File: src/rtl/evmon.sv
module evmon #(
  parameter int CNT_W = 32,
  parameter int PRE_W = 6,
  parameter logic [7:0] PARK = 8'h20
) (
  input  logic        clk,
  input  logic        rst_n,
  input  logic        bus_wr,
  input  logic [1:0]  bus_addr,
  input  logic [31:0] bus_wdata,
  output logic [31:0] bus_rdata,
  input  logic [255:0] ev_strobe,
  output logic        irq
);
  localparam int EV_W = 8;
  localparam logic [CNT_W-1:0] ONE = CNT_W'(1);
  localparam logic [PRE_W-1:0] PONE = PRE_W'(1);

  logic                  en_q, div_q;
  logic [2:0]            ie_q, ovf_q;
  logic [1:0][EV_W-1:0]  sel_q;
  logic [1:0][CNT_W-1:0] cnt_q;
  logic [CNT_W-1:0]      cyc_q;
  logic [PRE_W-1:0]      pre_q;
  logic [1:0]            hit, ld, wrap;
  logic                  cyc_wrap;

  wire ctl_wr   = bus_wr && (bus_addr == 2'd0);
  wire cyc_ld   = bus_wr && (bus_addr == 2'd1);
  wire clr_pair = ctl_wr && bus_wdata[1];
  wire clr_cyc  = ctl_wr && bus_wdata[2];
  wire tick     = en_q && (!div_q || (&pre_q));

  always_comb begin
    for (int i = 0; i < 2; i++) begin
      ld[i]   = bus_wr && (bus_addr == 2'(2 + i));
      hit[i]  = en_q && ev_strobe[sel_q[i]] && (sel_q[i] != PARK);
      wrap[i] = hit[i] && (&cnt_q[i]) && !ld[i] && !clr_pair;
    end
  end

  assign cyc_wrap = tick && (&cyc_q) && !cyc_ld && !clr_cyc;

  always_ff @(posedge clk or negedge rst_n) begin
    if (!rst_n) begin
      en_q  <= 1'b0;
      div_q <= 1'b0;
      ie_q  <= '0;
      ovf_q <= '0;
      sel_q <= '0;
    end else begin
      ovf_q <= (ovf_q & ~(ctl_wr ? bus_wdata[10:8] : 3'b000)) | {cyc_wrap, wrap};
      if (ctl_wr) begin
        en_q     <= bus_wdata[0];
        div_q    <= bus_wdata[3];
        ie_q     <= bus_wdata[6:4];
        sel_q[0] <= bus_wdata[27:20];
        sel_q[1] <= bus_wdata[19:12];
      end
    end
  end

  always_ff @(posedge clk or negedge rst_n) begin
    if (!rst_n) begin
      cnt_q <= '0;
    end else begin
      for (int i = 0; i < 2; i++) begin
        if (clr_pair)    cnt_q[i] <= '0;
        else if (ld[i])  cnt_q[i] <= bus_wdata[CNT_W-1:0];
        else if (hit[i]) cnt_q[i] <= cnt_q[i] + ONE;
      end
    end
  end

  always_ff @(posedge clk or negedge rst_n) begin
    if (!rst_n) begin
      cyc_q <= '0;
      pre_q <= '0;
    end else begin
      if (clr_cyc)     pre_q <= '0;
      else if (en_q)   pre_q <= pre_q + PONE;
      if (clr_cyc)     cyc_q <= '0;
      else if (cyc_ld) cyc_q <= bus_wdata[CNT_W-1:0];
      else if (tick)   cyc_q <= cyc_q + ONE;
    end
  end

  wire [31:0] ctl_word = {4'b0, sel_q[0], sel_q[1], 1'b0, ovf_q, 1'b0, ie_q, div_q, 2'b0, en_q};

  always_comb begin
    case (bus_addr)
      2'd0:    bus_rdata = ctl_word;
      2'd1:    bus_rdata = 32'(cyc_q);
      2'd2:    bus_rdata = 32'(cnt_q[0]);
      default: bus_rdata = 32'(cnt_q[1]);
    endcase
  end

  assign irq = |(ovf_q & ie_q);

  logic unused_bits;
  assign unused_bits = ^{bus_wdata[31:28], bus_wdata[11], bus_wdata[7]};
endmodule

File: config.mk
export PLATFORM = sky130hd
export DESIGN_NAME = evmon
export DESIGN_NICKNAME = d
export VERILOG_FILES = /design/src/rtl/evmon.sv
export SDC_FILE = /design/constraint.sdc
export NUM_CORES = 1
export LEC_CHECK = 0
export BUFFER_PORTS_ARGS = -buffer_cell sky130_fd_sc_hd__clkbuf_2
export CAP_MARGIN = 0
export CORE_ASPECT_RATIO = 0.9
export CORE_MARGIN = 4
export CORE_UTILIZATION = 27
export DETAILED_ROUTE_END_ITERATION = 12
export PLACE_DENSITY_LB_ADDON = 0.25
export SLEW_MARGIN = 20
export SYNTH_ARGS = -nofsm -noshare
export SYNTH_HDL_FRONTEND = slang
export SYNTH_SLANG_ARGS = --single-unit
File: constraint.sdc
create_clock -name clk -period 3.3 [get_ports clk]
set_clock_uncertainty 0.15 [all_clocks]
set_input_delay 0.165 -clock clk [delete_from_list [all_inputs] [get_ports clk]]
set_output_delay 0.165 -clock clk [all_outputs]
set_load 0.05 [all_outputs]
---- Word level (Yosys, flattened, before mapping) ----
Cells that the tools add are included.
W data, S select, Z words.
storage, ports and cells
  flip-flop bits (word level) ............. 126
  input port bits ......................... 293
  output and inout bits ................... 33
  word-level logic and storage cells ...... 79
cells by class
  $add $sub $neg .......................... 4
  $lt $le $gt $ge ......................... 2
  equality and inequality tests ........... 5
  mux-type cells .......................... 17
  bitwise logic cells ..................... 4
  reduce and logical (&&, ||, !) cells .... 37
operator list
  operator                 number
  $mux W32                 9
  $add A32 B1 Y32 const B  3
  $pmux W32 S3             1
  $reduce_and A32 Y1       3
  $logic_and A1 B1 Y1      20
  $lt A8 B9 Y1 const B     2
  $bmux W1 S8              2
  $ne A8 B6 Y1 const B     2
  $mux W6                  2
  $reduce_bool A3 Y1       3
  $add A6 B1 Y6 const B    1
  $and A3 B3 Y3            2
  $logic_not A1 Y1         6
  $reduce_and A6 Y1        1
  $eq A2 B2 Y1 const B     2
  $mux W3                  1
  $not A3 Y3               1
  $or A3 B3 Y3             1
  $reduce_or A3 Y1         1
  $eq A2 B1 Y1 const B     1
  $logic_not A2 Y1         1
  $mux W1                  2
  $reduce_bool A2 Y1       1
  $logic_or A1 B1 Y1       1

---- Depth between registers and ports, before layout ----
  depth after elaboration ................. 8
  gate-level depth with buffers ........... 15
  mapped depth without buffers ............ 10

---- Worst setup path before layout ----
No wires, ideal clock.
  kind .................................... register to register
  start ................................... register sel_q (netlist bit ctl_word[12])
  end ..................................... register cnt_q[62] in the netlist's numbering
  library setup time ...................... 0.131 ns
  arrival ................................. 2.749 ns
  data required time ...................... 3.019 ns
  slack ................................... 0.270 ns
  stages on the path, launching flop included .. 14
  path buffers ............................ 5
  clock period less this slack ............ 3.030 ns
  cell sequence ........................... dfrtp_1 > buf_4 > buf_6 > buf_12 > buf_6 > mux2i_1 > a2111oi_0 > o31ai_1 > a22oi_1 > o21ai_1 > or3_1 > clkbuf_2 > and3_1 > or3_1
on the way
  longest elaborated chain between the ends .. 5
  elaborated cells on any way between the ends .. 6
  those cells by class .................... 1 x eq/ne; 2 x mux; 3 x reduce/logical
ends and longest elaborated chain
  element                                RTL line  text
  start, declared                        21        logic [1:0][EV_W-1:0] sel_q;
  $bmux W1 S8                            37        hit[i] = en_q && ev_strobe[sel_q[i]] && (sel_q[i] != PARK);
  $mux W1 (implied by the code)          37
  $logic_and A1 B1 Y1                    37
  $logic_and A1 B1 Y1 *                  37
  $reduce_bool A3 Y1 (no source line) *  n/a
  end signal, assigned by index          69        else if (ld[i]) cnt_q[i] <= bus_wdata[CNT_W-1:0];
  end signal, assigned by index          70        else if (hit[i]) cnt_q[i] <= cnt_q[i] + ONE;
  end, declared                          22        logic [1:0][CNT_W-1:0] cnt_q;
Mark *: on every way between the ends. The rest lies on a longest branch, timed or not. The select of a mux whose other input is x is not followed.
A chain may end at the register's enable or synchronous reset.

---- Worst setup path in the final report ----
  start ................................... register sel_q (netlist bit ctl_word[20])
  end ..................................... register cnt_q[25] in the netlist's numbering
The elaborated chain is that of the path after synthesis.

==> flow_metrics.py <==
metrics = {
    "synthesis": {
        "synth_cell_types": 64,
        "synth_top_area_share": 0.260,
        "yosys.area_share.adder": 0.00413,
        "synthMuxAreaShare": 0.336,
        "synth_simple_gate_area_frac": 0.170,
        "synth_largest_area_cell": "dfrtp_1",
        "synth_area_um2": 12100,
        "synthCells": 1180,
        "synth_compound_area_frac": 0.108,
        "synth_edf_count": 0,
        "synth_area_per_cell_um2": 10.3,
        "yosysWarnings": 0,
        "synth.net_count": 1477,
        "yosys-top-cells-area": "dfrtp_1, mux4_2, mux4_1",
        "ys_ff_latch": 126,
        "synthXorXnorAreaFrac": 0.0658,
        "synthFlopType": "dfrtp_1",
        "synth_top_family_by_area": "multiplexers",
        "ys_seq_area_frac": 0.260,
        "ys_async_sr_fraction": 1.00,
    },
    "sta": {
        "holdWs_ns": 0.0721,
        "rsz0062_at_grt": "true",
        "finalCritPeriodShare": 1.03,
        "finalHoldViolations": 0,
        "worst_pin_slew_ns": 0.768,
        "slew_headroom": 0.487,
        "setup_ws_ns": -0.0955,
        "period_minus_slack_ns": 3.40,
        "setup_viol": 29,
        "fmax_mhz": 295,
        "drv_slew": 0,
    },
    "pwr": {
        "combPwrFrac": 0.510,
        "powerDensity_nw_per_um2": 523,
        "pwr-share-seq": 0.272,
        "vdd_drop_max_uv": 347,
        "sw_frac_of_total": 0.405,
        "leakagePower_nw": 6.71,
        "p_switching_w": 0.00346,
        "p_int_w": 0.00507,
        "clockPowerShare": 0.218,
    },
    "clock_tree": {
        "clock_latency_ns": 0.42,
        "cts_tree": "built",
        "htree_levels": 4,
        "numCtsBuffers": 17,
        "clockRootBuffer": "clkbuf_16",
        "cts_max_path_buffers": 2,
        "clk_pin_slew_worst_paths_ns": 0.06,
        "clock_sinks": 126,
    },
    "final_layout": {
        "multiInputGateArea_um2": 8580,
        "finalNonFillerCells": 2184,
        "register_area_um2": 3160,
        "syn2layout_area_growth_pct": 34.5,
        "layout-drive-gt1-share": 0.427,
        "post-route-util": 0.368,
        "layout.filler_cells": 4478,
        "stdcell_area_um2": 16300,
        "fin_nets": 1864,
        "final_common_cell": "clkbuf_2",
        "layout_common_cells": "clkbuf_2, nand2_1, dfrtp_1, mux4_2, buf_4",
    },
    "floorplan": {
        "fp-row-count": 73,
        "dieArea_um2": 48300,
        "die_y_um": 209,
        "ioPinCount": 326,
        "start_util": 0.273,
        "die_w_um": 231,
        "core-area_um2": 44300,
    },
    "routing": {
        "dr.pass1.iters": 7,
        "drc": 0,
        "wl_per_cell_um": 24.6,
        "drtIter0Drc": 1056,
        "vias_per_cell": 5.51,
        "ant_nets": 0,
        "num_vias": 12000,
        "wl_um": 53800,
    },
    "setup_path": {
        "startpoint": "ctl_word[20]",
        "r2r_slack_ns": -0.1,
        "worst_ep_arrival_time_ns": 3.53,
        "cp.required_ns": 3.43,
        "end_kind": "flip-flop",
        "reg2reg_from": "ctl_word[20]",
        "crit_type": "reg2reg",
        "r2r_end": "cnt_q[25]",
        "start_kind": "flip-flop",
        "cp_max_fo": 5,
        "reg2reg_depth": 13,
    },
    "placed_design": {
        "dp_cells": 2102,
        "placed_cell_area_um2": 14800,
        "gp_congestion": 0.924,
        "io_buffers": 325,
        "dp_hpwl_um": 41300,
        "post-place-ws_ns": -0.231,
    },
    "global_route": {
        "track_usage": 0.213,
        "grt_overflow": 0,
        "first_global_vias": 12100,
        "grt_pass1_wl_um": 78200,
        "grt_max_degree": 70,
        "antenna_found_initial": 5,
    },
    "run_status": {
        "outcome": "finished with violations",
        "violations": "setup timing",
    },
    "hold_path": {
        "worstHoldPathType": "in2async",
    },
    "run": {
        "maxCapViolations": 0,
    },
}
==> stage by stage <==
stage / TNS (ns) / power [W]
after floorplan: 0 / 0.00487
after global placement: -5.41 / 0.00617
after detailed placement: -6.12 / 0.00620
after CTS: -0.490 / 0.00820
after global routing: -4.18 / 0.00896
final: -1.03 / 0.00852
==> worst max-delay path, stage by stage, from the launching register on <==
cell and delay, ns:
dfrtp_4 0.50, buf_12 0.16, buf_12 0.13, mux4_2 0.32, mux4_2 0.35, nand3_2 0.10, nand4_1 0.11, a21oi_1 0.06
or4_4 0.66, clkbuf_16 0.22, buf_4 0.14, nor3_4 0.13, xnor2_1 0.15, o21ai_1 0.08
==> synthesized netlist by cell type, types with 7 or more instances <==
library cell / number
dfrtp_1: 126
buf_2: 16
mux4_2: 114
nor3_1: 24
clkbuf_1: 45
mux4_1: 28
and3_1: 21
nand4_1: 20
nand2b_1: 9
xor2_1: 29
and2_1: 7
o21ai_1: 18
nor4_1: 8
a211oi_1: 15
nand2_1: 154
mux2_2: 28
inv_1: 17
a22oi_1: 14
a22o_1: 8
buf_12: 7
buf_6: 10
buf_1: 10
o21ai_0: 74
mux2i_1: 45
xnor2_1: 62
nor2b_1: 13
nand3_1: 59
a21oi_1: 45
nor2_1: 64
==> layer usage <==
| metal | wire length (um) | part of all wire | global-route usage | vias to the layer above |
|---|---|---|---|---|
| li1 | - | - | - | 5328 |
| met4 | 1180 | 0.022 | 0.0581 | 4 |
| met2 | 25700 | 0.48 | 0.344 | 503 |
| met5 | 21 | 0.00039 | 0 | - |
| met1 | 23100 | 0.43 | 0.289 | 6122 |
| met3 | 3840 | 0.071 | 0.0468 | 74 |
==> layout make-up <==
cell class	count	share of cell area
antenna	4	0.000614
clock buffer	25	0.0292
clock inverter	7	0.00538
inverter	19	0.00461
multi-input combinational	939	0.527
sequential	126	0.194
tap	600	0.0461
timing repair buffer	464	0.193
==> cells by family after synthesis <==
family          Yosys count
compound gates          215
xor+xnor                 91
fa+ha+maj                 4
buf+inv                 115
flops                   126
mux                     215
simple gates            414
==> registers in the layout (all words and copies together), names as in the netlist <==
signal    count
ovf_q         3
ie_q          3
pre_q         6
en_q          1
cyc_q        32
ctl_word     16
div_q         1
cnt_q        64
==> worst max-delay path by stage <==
| stage | endpoint | cells past startpoint |
|---|---|---|
| global placement | cnt_q[62] | 11 |
| CTS | cnt_q[24] | 12 |
| floorplan | cnt_q[62] | 13 |
| finish | cnt_q[25] | 13 |
| detailed placement | cnt_q[62] | 11 |
| global route | cnt_q[62] | 14 |
==> power groups by stage <==
stage / clock, W / sequential [W] / combinational (W)
finish: 0.00186 / 0.00232 / 0.00435
CTS: 0.00188 / 0.00232 / 0.00401
floorplan: 0 / 0.00217 / 0.00270
detailed placement: 0 / 0.00237 / 0.00384
global route: 0.00196 / 0.00238 / 0.00462
global placement: 0 / 0.00236 / 0.00381
==> what timing repair did <==
item	4_1_cts	5_1_grt
hold buffers	33	0
pin swaps	7	20
hold endpoints to repair	146	0
setup endpoints to repair	60	62
cloned	0	5
buffers inserted	6	4
gates resized for setup	13	65
(Power assumes the default switching activity.)
